==> config.mk <==
export PLATFORM = sky130hd
export DESIGN_NAME = e1_ccs_router
export DESIGN_NICKNAME = d
export VERILOG_FILES = /design/src/rtl/ccs_router_pkg.sv /design/src/rtl/ccs_cfg_stage.sv /design/src/rtl/ccs_capture.sv /design/src/rtl/ccs_serializer.sv /design/src/rtl/e1_ccs_router.sv
export SDC_FILE = /design/constraint.sdc
export NUM_CORES = 1
export LEC_CHECK = 0
export BUFFER_PORTS_ARGS = -buffer_cell sky130_fd_sc_hd__buf_2
export CAP_MARGIN = 10
export CORE_MARGIN = 1.5
export CORE_UTILIZATION = 55
export DETAILED_ROUTE_END_ITERATION = 8
export GPL_TIMING_DRIVEN = 0
export PLACE_DENSITY_LB_ADDON = 0.25
export SLEW_MARGIN = 20
export SYNTH_ARGS = -nofsm -noshare
export SYNTH_HDL_FRONTEND = slang
export SYNTH_HIERARCHICAL = 1
export SYNTH_SLANG_ARGS = --single-unit
export TNS_END_PERCENT = 30
==> constraint.sdc <==
create_clock -name clk -period 6.2 [get_ports clk]
set_clock_uncertainty 0.15 [all_clocks]
set_input_delay 1.24 -clock clk [delete_from_list [all_inputs] [get_ports clk]]
set_output_delay 1.24 -clock clk [all_outputs]
set_load 0.01 [all_outputs]
==> src/rtl/ccs_router_pkg.sv <==
package ccs_router_pkg;
   localparam int TS_W   = 5;
   localparam int OCT_W  = 8;
   localparam int NSRC   = 3;
   localparam int FR_W   = 2;
   localparam int SLOT_W = TS_W + FR_W;
   localparam int CNT_W  = SLOT_W + 3;

   typedef logic [TS_W-1:0]   ts_t;
   typedef logic [SLOT_W-1:0] slot_t;

   // source timeslots, lowest priority first
   localparam logic [NSRC*TS_W-1:0] SRC_TS = {5'd31, 5'd16, 5'd15};

   // slot index n + m*t; with m = 2**FR_W this is a concatenation
   function automatic slot_t slot_of(input ts_t t, input logic fast,
                                     input logic [FR_W-1:0] fr);
      return fast ? {t, fr} : slot_t'(t);
   endfunction
endpackage

==> src/rtl/ccs_cfg_stage.sv <==
module ccs_cfg_stage
   import ccs_router_pkg::*;
(
   input  logic                      clk,
   input  logic                      rst_n,
   input  logic                      frame_end,
   input  logic                      in_ccs,
   input  logic [NSRC-1:0]           in_copy,
   input  logic [NSRC-1:0][TS_W-1:0] in_dest,
   input  logic                      in_fast,
   input  logic [FR_W-1:0]           in_framer,
   output logic                      wr_ccs,
   output logic [NSRC-1:0]           wr_copy,
   output logic [NSRC-1:0][TS_W-1:0] rd_dest,
   output logic                      rd_fast,
   output logic [FR_W-1:0]           rd_framer
);
   logic [NSRC-1:0][TS_W-1:0] wr_dest;
   logic                      wr_fast;
   logic [FR_W-1:0]           wr_framer;

   always_ff @(posedge clk) begin
      if (!rst_n) begin
         wr_ccs    <= 1'b0;
         wr_copy   <= '0;
         wr_dest   <= '0;
         wr_fast   <= 1'b0;
         wr_framer <= '0;
         rd_dest   <= '0;
         rd_fast   <= 1'b0;
         rd_framer <= '0;
      end else if (frame_end) begin
         rd_dest   <= wr_dest;
         rd_fast   <= wr_fast;
         rd_framer <= wr_framer;
         wr_ccs    <= in_ccs;
         wr_copy   <= in_copy;
         wr_dest   <= in_dest;
         wr_fast   <= in_fast;
         wr_framer <= in_framer;
      end
   end

   assert_cfg_hold_R11: assert property (@(posedge clk) disable iff (!rst_n)
      !frame_end |=> ($stable(wr_ccs) && $stable(wr_copy) && $stable(wr_dest)
                      && $stable(rd_dest) && $stable(rd_fast) && $stable(rd_framer)));

   assert_cfg_pipe_R11: assert property (@(posedge clk) disable iff (!rst_n)
      frame_end |=> (rd_fast == $past(wr_fast)) && (rd_dest == $past(wr_dest)));
endmodule

==> src/rtl/ccs_capture.sv <==
module ccs_capture
   import ccs_router_pkg::*;
(
   input  logic                       clk,
   input  logic                       rst_n,
   input  logic                       frame_end,
   input  logic                       wr_ccs,
   input  logic [NSRC-1:0]            wr_copy,
   input  logic                       oct_valid,
   input  logic [TS_W-1:0]            oct_ts,
   input  logic [OCT_W-1:0]           oct_data,
   output logic [NSRC-1:0][OCT_W-1:0] rd_oct,
   output logic [NSRC-1:0]            rd_dval,
   output logic [NSRC-1:0]            rd_cval
);
   logic [1:0][NSRC-1:0][OCT_W-1:0] oct_q;
   logic [1:0][NSRC-1:0]            dval_q;
   logic [1:0][NSRC-1:0]            cval_q;
   logic                            wr_sel;
   logic [NSRC-1:0]                 hit;

   for (genvar i = 0; i < NSRC; i++) begin : g_src
      assign hit[i] = oct_valid && wr_ccs && (oct_ts == SRC_TS[i*TS_W +: TS_W]);
   end

   always_ff @(posedge clk) begin
      if (!rst_n) begin
         oct_q  <= '0;
         dval_q <= '0;
         cval_q <= '0;
         wr_sel <= 1'b0;
      end else begin
         for (int i = 0; i < NSRC; i++) begin
            if (hit[i]) begin
               oct_q[wr_sel][i]  <= oct_data;
               dval_q[wr_sel][i] <= 1'b1;
               cval_q[wr_sel][i] <= wr_copy[i];
            end
         end
         if (frame_end) begin
            dval_q[~wr_sel] <= '0;
            cval_q[~wr_sel] <= '0;
            wr_sel          <= ~wr_sel;
         end
      end
   end

   assign rd_oct  = oct_q[~wr_sel];
   assign rd_dval = dval_q[~wr_sel];
   assign rd_cval = cval_q[~wr_sel];

   logic is_src;
   assign is_src = (oct_ts == 5'd15) || (oct_ts == 5'd16) || (oct_ts == 5'd31);

   assert_ccs_gate_R3: assert property (@(posedge clk) disable iff (!rst_n)
      (oct_valid && !wr_ccs && !frame_end) |=> ($stable(dval_q) && $stable(oct_q)));

   assert_src_only_R4: assert property (@(posedge clk) disable iff (!rst_n)
      (oct_valid && !is_src && !frame_end) |=> ($stable(dval_q) && $stable(oct_q)));

   assert_copy_gate_R6: assert property (@(posedge clk) disable iff (!rst_n)
      (oct_valid && !frame_end) |=>
         ((cval_q[wr_sel] & $past(hit) & ~$past(wr_copy)) == '0));

   assert_bank_clear_R10: assert property (@(posedge clk) disable iff (!rst_n)
      frame_end |=> (dval_q[wr_sel] == '0) && (cval_q[wr_sel] == '0));
endmodule

==> src/rtl/ccs_serializer.sv <==
module ccs_serializer
   import ccs_router_pkg::*;
(
   input  logic                       clk,
   input  logic                       rst_n,
   input  logic [NSRC-1:0][TS_W-1:0]  rd_dest,
   input  logic                       rd_fast,
   input  logic [FR_W-1:0]            rd_framer,
   input  logic [NSRC-1:0][OCT_W-1:0] rd_oct,
   input  logic [NSRC-1:0]            rd_dval,
   input  logic [NSRC-1:0]            rd_cval,
   output logic                       data_ser,
   output logic                       ctrl_ser,
   output logic                       frame_sync,
   output logic                       frame_end
);
   localparam logic [CNT_W-1:0] BASE_LAST = CNT_W'((1 << (TS_W + 3)) - 1);
   localparam logic [CNT_W-1:0] FAST_LAST = '1;

   logic [CNT_W-1:0] cnt;
   slot_t            slot;
   logic [2:0]       bsel;
   logic [NSRC-1:0]  dhit, chit;

   assign frame_end  = (cnt == (rd_fast ? FAST_LAST : BASE_LAST));
   assign frame_sync = (cnt == '0);
   assign slot       = cnt[CNT_W-1:3];
   assign bsel       = cnt[2:0];

   always_ff @(posedge clk) begin
      if (!rst_n)         cnt <= '0;
      else if (frame_end) cnt <= '0;
      else                cnt <= cnt + 1'b1;
   end

   for (genvar i = 0; i < NSRC; i++) begin : g_hit
      assign dhit[i] = rd_dval[i] &&
         (slot == slot_of(SRC_TS[i*TS_W +: TS_W], rd_fast, rd_framer));
      assign chit[i] = rd_cval[i] &&
         (slot == slot_of(rd_dest[i], rd_fast, rd_framer));
   end

   // ascending scan: the last match, the highest source, wins
   always_comb begin
      data_ser = 1'b1;
      ctrl_ser = 1'b1;
      for (int i = 0; i < NSRC; i++) begin
         if (dhit[i]) data_ser = rd_oct[i][3'(OCT_W-1) - bsel];
         if (chit[i]) ctrl_ser = rd_oct[i][3'(OCT_W-1) - bsel];
      end
   end

   assert_wrap_R2: assert property (@(posedge clk) disable iff (!rst_n)
      frame_end |=> frame_sync);

   assert_data_idle_R10: assert property (@(posedge clk) disable iff (!rst_n)
      !data_ser |-> (|rd_dval));

   assert_ctrl_idle_R10: assert property (@(posedge clk) disable iff (!rst_n)
      !ctrl_ser |-> (|rd_cval));

   assert_data_onehot_R5: assert property (@(posedge clk) disable iff (!rst_n)
      $onehot0(dhit));
endmodule

==> src/rtl/e1_ccs_router.sv <==
module e1_ccs_router
   import ccs_router_pkg::*;
#(
   parameter int MUX = 4
) (
   input  logic        clk,
   input  logic        rst_n,
   input  logic        oct_valid,
   input  logic [4:0]  oct_ts,
   input  logic [7:0]  oct_data,
   input  logic        ccs_enable,
   input  logic [2:0]  copy_enable,
   input  logic [4:0]  ctrl_dest_15,
   input  logic [4:0]  ctrl_dest_16,
   input  logic [4:0]  ctrl_dest_31,
   input  logic        rate_fast,
   input  logic [1:0]  framer_idx,
   output logic        data_ser,
   output logic        ctrl_ser,
   output logic        frame_sync
);
   if (MUX != (1 << FR_W)) begin : g_bad_mux
      $error("MUX must equal 2**FR_W");
   end
   if (OCT_W != 8 || TS_W != 5 || NSRC != 3) begin : g_bad_shape
      $error("port widths assume 8-bit octets, 5-bit timeslots, three sources");
   end

   logic                       frame_end;
   logic                       wr_ccs;
   logic [NSRC-1:0]            wr_copy;
   logic [NSRC-1:0][TS_W-1:0]  rd_dest;
   logic                       rd_fast;
   logic [FR_W-1:0]            rd_framer;
   logic [NSRC-1:0][OCT_W-1:0] rd_oct;
   logic [NSRC-1:0]            rd_dval, rd_cval;

   ccs_cfg_stage u_cfg (
      .clk       (clk),
      .rst_n     (rst_n),
      .frame_end (frame_end),
      .in_ccs    (ccs_enable),
      .in_copy   (copy_enable),
      .in_dest   ({ctrl_dest_31, ctrl_dest_16, ctrl_dest_15}),
      .in_fast   (rate_fast),
      .in_framer (framer_idx),
      .wr_ccs    (wr_ccs),
      .wr_copy   (wr_copy),
      .rd_dest   (rd_dest),
      .rd_fast   (rd_fast),
      .rd_framer (rd_framer)
   );

   ccs_capture u_cap (
      .clk       (clk),
      .rst_n     (rst_n),
      .frame_end (frame_end),
      .wr_ccs    (wr_ccs),
      .wr_copy   (wr_copy),
      .oct_valid (oct_valid),
      .oct_ts    (oct_ts),
      .oct_data  (oct_data),
      .rd_oct    (rd_oct),
      .rd_dval   (rd_dval),
      .rd_cval   (rd_cval)
   );

   ccs_serializer u_ser (
      .clk        (clk),
      .rst_n      (rst_n),
      .rd_dest    (rd_dest),
      .rd_fast    (rd_fast),
      .rd_framer  (rd_framer),
      .rd_oct     (rd_oct),
      .rd_dval    (rd_dval),
      .rd_cval    (rd_cval),
      .data_ser   (data_ser),
      .ctrl_ser   (ctrl_ser),
      .frame_sync (frame_sync),
      .frame_end  (frame_end)
   );

   assert_reset_idle_R1: assert property (@(posedge clk)
      !rst_n |=> (data_ser && ctrl_ser && frame_sync));
endmodule

* Yosys cells after proc, flatten, opt, wreduce, memory -nomap -nowiden *
Index checks and enable logic that the tools add are counted.

storage, ports and cells
  register bits = 111
  bits of input ports = 38
  output and inout port bits = 3

operators by class
  add/subtract/negate cells = 2
  magnitude comparators = 5
  eq/ne operators = 10
  multiplexer cells = 64
  bitwise operators = 8
  reduce and logical (&&, ||, !) cells = 14

operators with widths
  operator                 count
  $mux W48                 5
  $bwmux W48               3
  $mux W6                  15
  $demux W24 S1            3
  $mux W24                 3
  $eq A7 B7 Y1             6
  $mux W7                  5
  $bwmux W6                3
  $mux W3                  6
  $or A6 B6 Y6             3
  $mux W16                 1
  $and A6 B6 Y6            2
  $demux W3 S1             4
  $logic_and A1 B1 Y1      12
  $add A10 B1 Y10 const B  1
  $eq A10 B10 Y1           1
  $eq A5 B5 Y1 const B     2
  $logic_not A10 Y1        1
  $mux W1                  10
  $mux W10                 1
  $bmux W1 S3              3
  $mux W8                  1
  $not A6 Y6               1
  $eq A5 B4 Y1 const B     1
  7 further kinds          10

* Longest topological paths before layout *
  depth after elaboration = 15
  mapped depth = 10
  mapped depth without buffers = 8

* Modules after synthesis *
Netlist, hierarchy kept.

modules (own cells, without submodules)
  module          instances  cells each  area each (um^2)  sequential area each (um^2)
  ccs_capture     1          253         2597.5            1221.2
  ccs_cfg_stage   1          129         1557.7            800.8
  ccs_serializer  1          159         1317.5            200.2

* Worst setup path after synthesis *
Ideal clock, no wire load.

  kind = register -> output
  start point = register u_cap.wr_sel
  end point = output data_ser
  arrival time = 2508 ps
  data required time = 4810 ps
  slack = 2302 ps
  cell stages (with the launch flop) = 8
  cell sequence = dfxtp_1 -> buf_2 -> buf_1 -> mux2_2 -> mux4_1 -> mux2_2 -> or3_1 -> a32o_1

RTL lines
  element                   RTL line             RTL
  start: declaration        ccs_capture.sv:19    logic wr_sel;
  start signal: assignment  ccs_capture.sv:43    wr_sel <= ~wr_sel;
  end: declaration          e1_ccs_router.sv:18  output logic data_ser,

==> run metrics <==
commonest register cell after synthesis=dfxtp_1; DRC=0; First DRT Iteration DRCs=155; Die W=102.8 um; reg2reg setup slack=3.50 ns; initial antenna violation count=0; fillers=868; Die H=102.8 um; Reg clk slew, reported paths=0.10 ns; Diodes inserted=0; Area Overhead vs Synth=9.717%; TritonCTS clock tree=yes; post-CTS setup buffers=0; # IOs=41; number of synthesis warnings=6; setup slack after layout=1.272 ns; CP required=4.81 ns; Synth area leader=dfxtp_1; area of the multi-input gates=0.002963 mm^2; WHS Endpoint=u_cap/oct_q[16]; Overflow after GRT=0; Power Density=193.8 mW/mm^2; total vias in the final route=4013; sequential share of the synthesized area=0.4060; largest net degree at the start of global routing=17; CP max FO=10; Mapped Cells=541; Final Hold Fails=0; R2R depth=9; Initial Utilization=0.5625; die area=0.01056 mm^2; Mapped Nets=581; RSZ-0062 raised after global routing=no; Leak Pwr=2.122 nW; Routed wire per std cell=16.67 um; first-pass GRT wire length=19.56 mm; fin crit share=0.7948; final RePlAce weighted congestion=0.8864; core footprint=0.009729 mm^2; CTS Buf Count=9; TNS Setup=0 ns; Synth Cell Area=0.005473 mm^2; H-Tree Depth=3; vias per cell=5.505; Peak VDD IR=0.1053 mV; GRT Util Overall=0.2460; clk root buf=clkbuf_8; register area=0.002222 mm^2; Setup CP Type=reg -> out; RR Startpoint=u_cfg/rd_fast; Layout Nets=632; Distinct cells, synth=50; Hold Crit Class=reg -> reg; Crit Reg-Reg Endpoint=u_cap/cval_q[1]; post-CTS resize count=0; share of layout cells above drive strength 1=0.1795; Slew headroom=0.4658; worst-margin pin slew=0.8005 ns; Worst Setup SP=u_cap/wr_sel; Async SR Flop Fraction=0; FMAX=202.9 MHz; Worst Hold Depth=2; Post-Syn Area per Cell=10.12 um^2; hold wc startpoint=u_cap/oct_q[16]; Max Slew Vio Count=0; post-synth top area share=0.4060; vias in the first global route=3851; Post-synth EDFFs=0; FP Rows=36; CTS sink count=111; Antenna Nets Post-Route=0; number of synthesized register bits=111; hold buffers post-CTS=0; IO buf count=40; Worst Path Arrival=3.54 ns; pre-CTS setup slack=1.733 ns; Startpoint Class=flop; endpoint type of the worst setup path=primary output; final WL=12.16 mm; clk buf depth=2; drt first pass iters=4; status=finished, final reports clean; post-layout minimum cycle time=4.928 ns; top cells by area, synth=dfxtp_1 41%, mux2i_1 20%, mux2_2 6.8%; clock latency on the worst-skew pair=0.38 ns; Final setup viols=0; Max-cap violations=0; DP Wirelength=8.672 mm
==> worst max-delay path, stage by stage, from the launching register on <==
cell and delay [ns]:
dfxtp_1 0.34, buf_2 0.18, buf_1 0.56, mux2_2 0.42, mux4_2 0.47, mux2i_1 0.32
nand4_1 0.13, mux2_1 0.30, mux2_2 0.28, buf_2 0.14
==> metrics by stage <==
step	power [mW]	std cells	hold WS (ns)	cell area, um^2	util
2_1_floorplan	0.7614	541	0.2709	5473	-
3_3_place_gp	0.7854	714	0.2793	5839	0.6002
3_5_place_dp	0.7874	714	0.2953	5839	0.6002
4_1_cts	1.171	729	0.3104	6005	0.6172
5_1_grt	1.207	729	0.3189	6005	0.6172
6_report	1.164	729	0.3094	6005	0.6172
==> layout make-up <==
class | instances | area share
well taps | 133 | 0.02771
multi-input cells | 383 | 0.4934
repair buffers | 40 | 0.03334
clock inverters | 3 | 0.003334
clock buffers | 12 | 0.02417
plain buffers | 38 | 0.04230
flip-flops and latches | 111 | 0.3701
inverters | 9 | 0.005626
==> synth_stat cells (3+ instances only) <==
master and n:
buf_12 4, nor4b_1 3, buf_6 5, nand2_1 76, xnor2_1 20, a21boi_0 4, buf_2 7, xor2_1 4
nor2b_1 41, nor2_1 15, inv_1 9, mux4_1 4, or3_1 3, dfxtp_1 111, o21a_1 5, mux2i_1 107
a31oi_1 4, nand4_1 5, clkbuf_1 17, buf_1 5, mux2_2 33, nand3_1 16, nor4_1 4
==> how the worst max path moves through the flow <==
stage	end	slack, ns	cells past startpoint
after floorplan	data_ser	2.30	7
after global placement	data_ser	1.75	8
after detailed placement	ctrl_ser	1.73	9
after CTS	ctrl_ser	1.31	9
after global routing	ctrl_ser	1.13	9
final	ctrl_ser	1.27	9
==> registers in the layout (all words and copies together) (netlist names) <==
signal           count
u_cfg/wr_copy        3
u_cfg/wr_ccs         1
u_ser/cnt           10
u_cap/cval_q         6
u_cap/dval_q         6
u_cfg/rd_dest       15
u_cap/oct_q         48
u_cfg/wr_fast        1
u_cfg/wr_dest       15
u_cap/wr_sel         1
u_cfg/wr_framer      2
u_cfg/rd_framer      2
u_cfg/rd_fast        1
==> routing by layer <==
metal,track usage,vias up,wire length [um]
met2,0.3958,70,5704
met5,0,-,0
met1,0.3417,1942,5744
met3,0.03390,16,504
li1,-,1985,-
met4,0.08524,0,204
==> cells by family after synthesis <==
kind of cell    synth area share
buf+inv                  0.05258
simple gates              0.1642
fa+ha+maj               0.004572
compound gates           0.04115
mux                       0.2931
flops                     0.4060
xor+xnor                 0.03841
==> where the power goes <==
part | switching, mW | internal [mW] | total, mW
registers | 0.000869 | 0.714 | 0.715
logic | 0.0332 | 0.0227 | 0.0559
clock network | 0.238 | 0.155 | 0.393
total | 0.272 | 0.892 | 1.16
==> cell usage in the layout, fill, tap and decap left out, types with 5 or more instances in the layout <==
cell	instances
clkbuf_8	10
nand3_1	16
dfxtp_1	111
mux2_2	33
nor2b_1	41
clkbuf_1	19
o21a_1	5
buf_1	5
buf_2	47
mux2i_1	107
nor2_1	15
nand2_1	76
inv_1	9
buf_6	5
xnor2_1	20
nand4_1	5
Power figures use the tool's default switching activity.
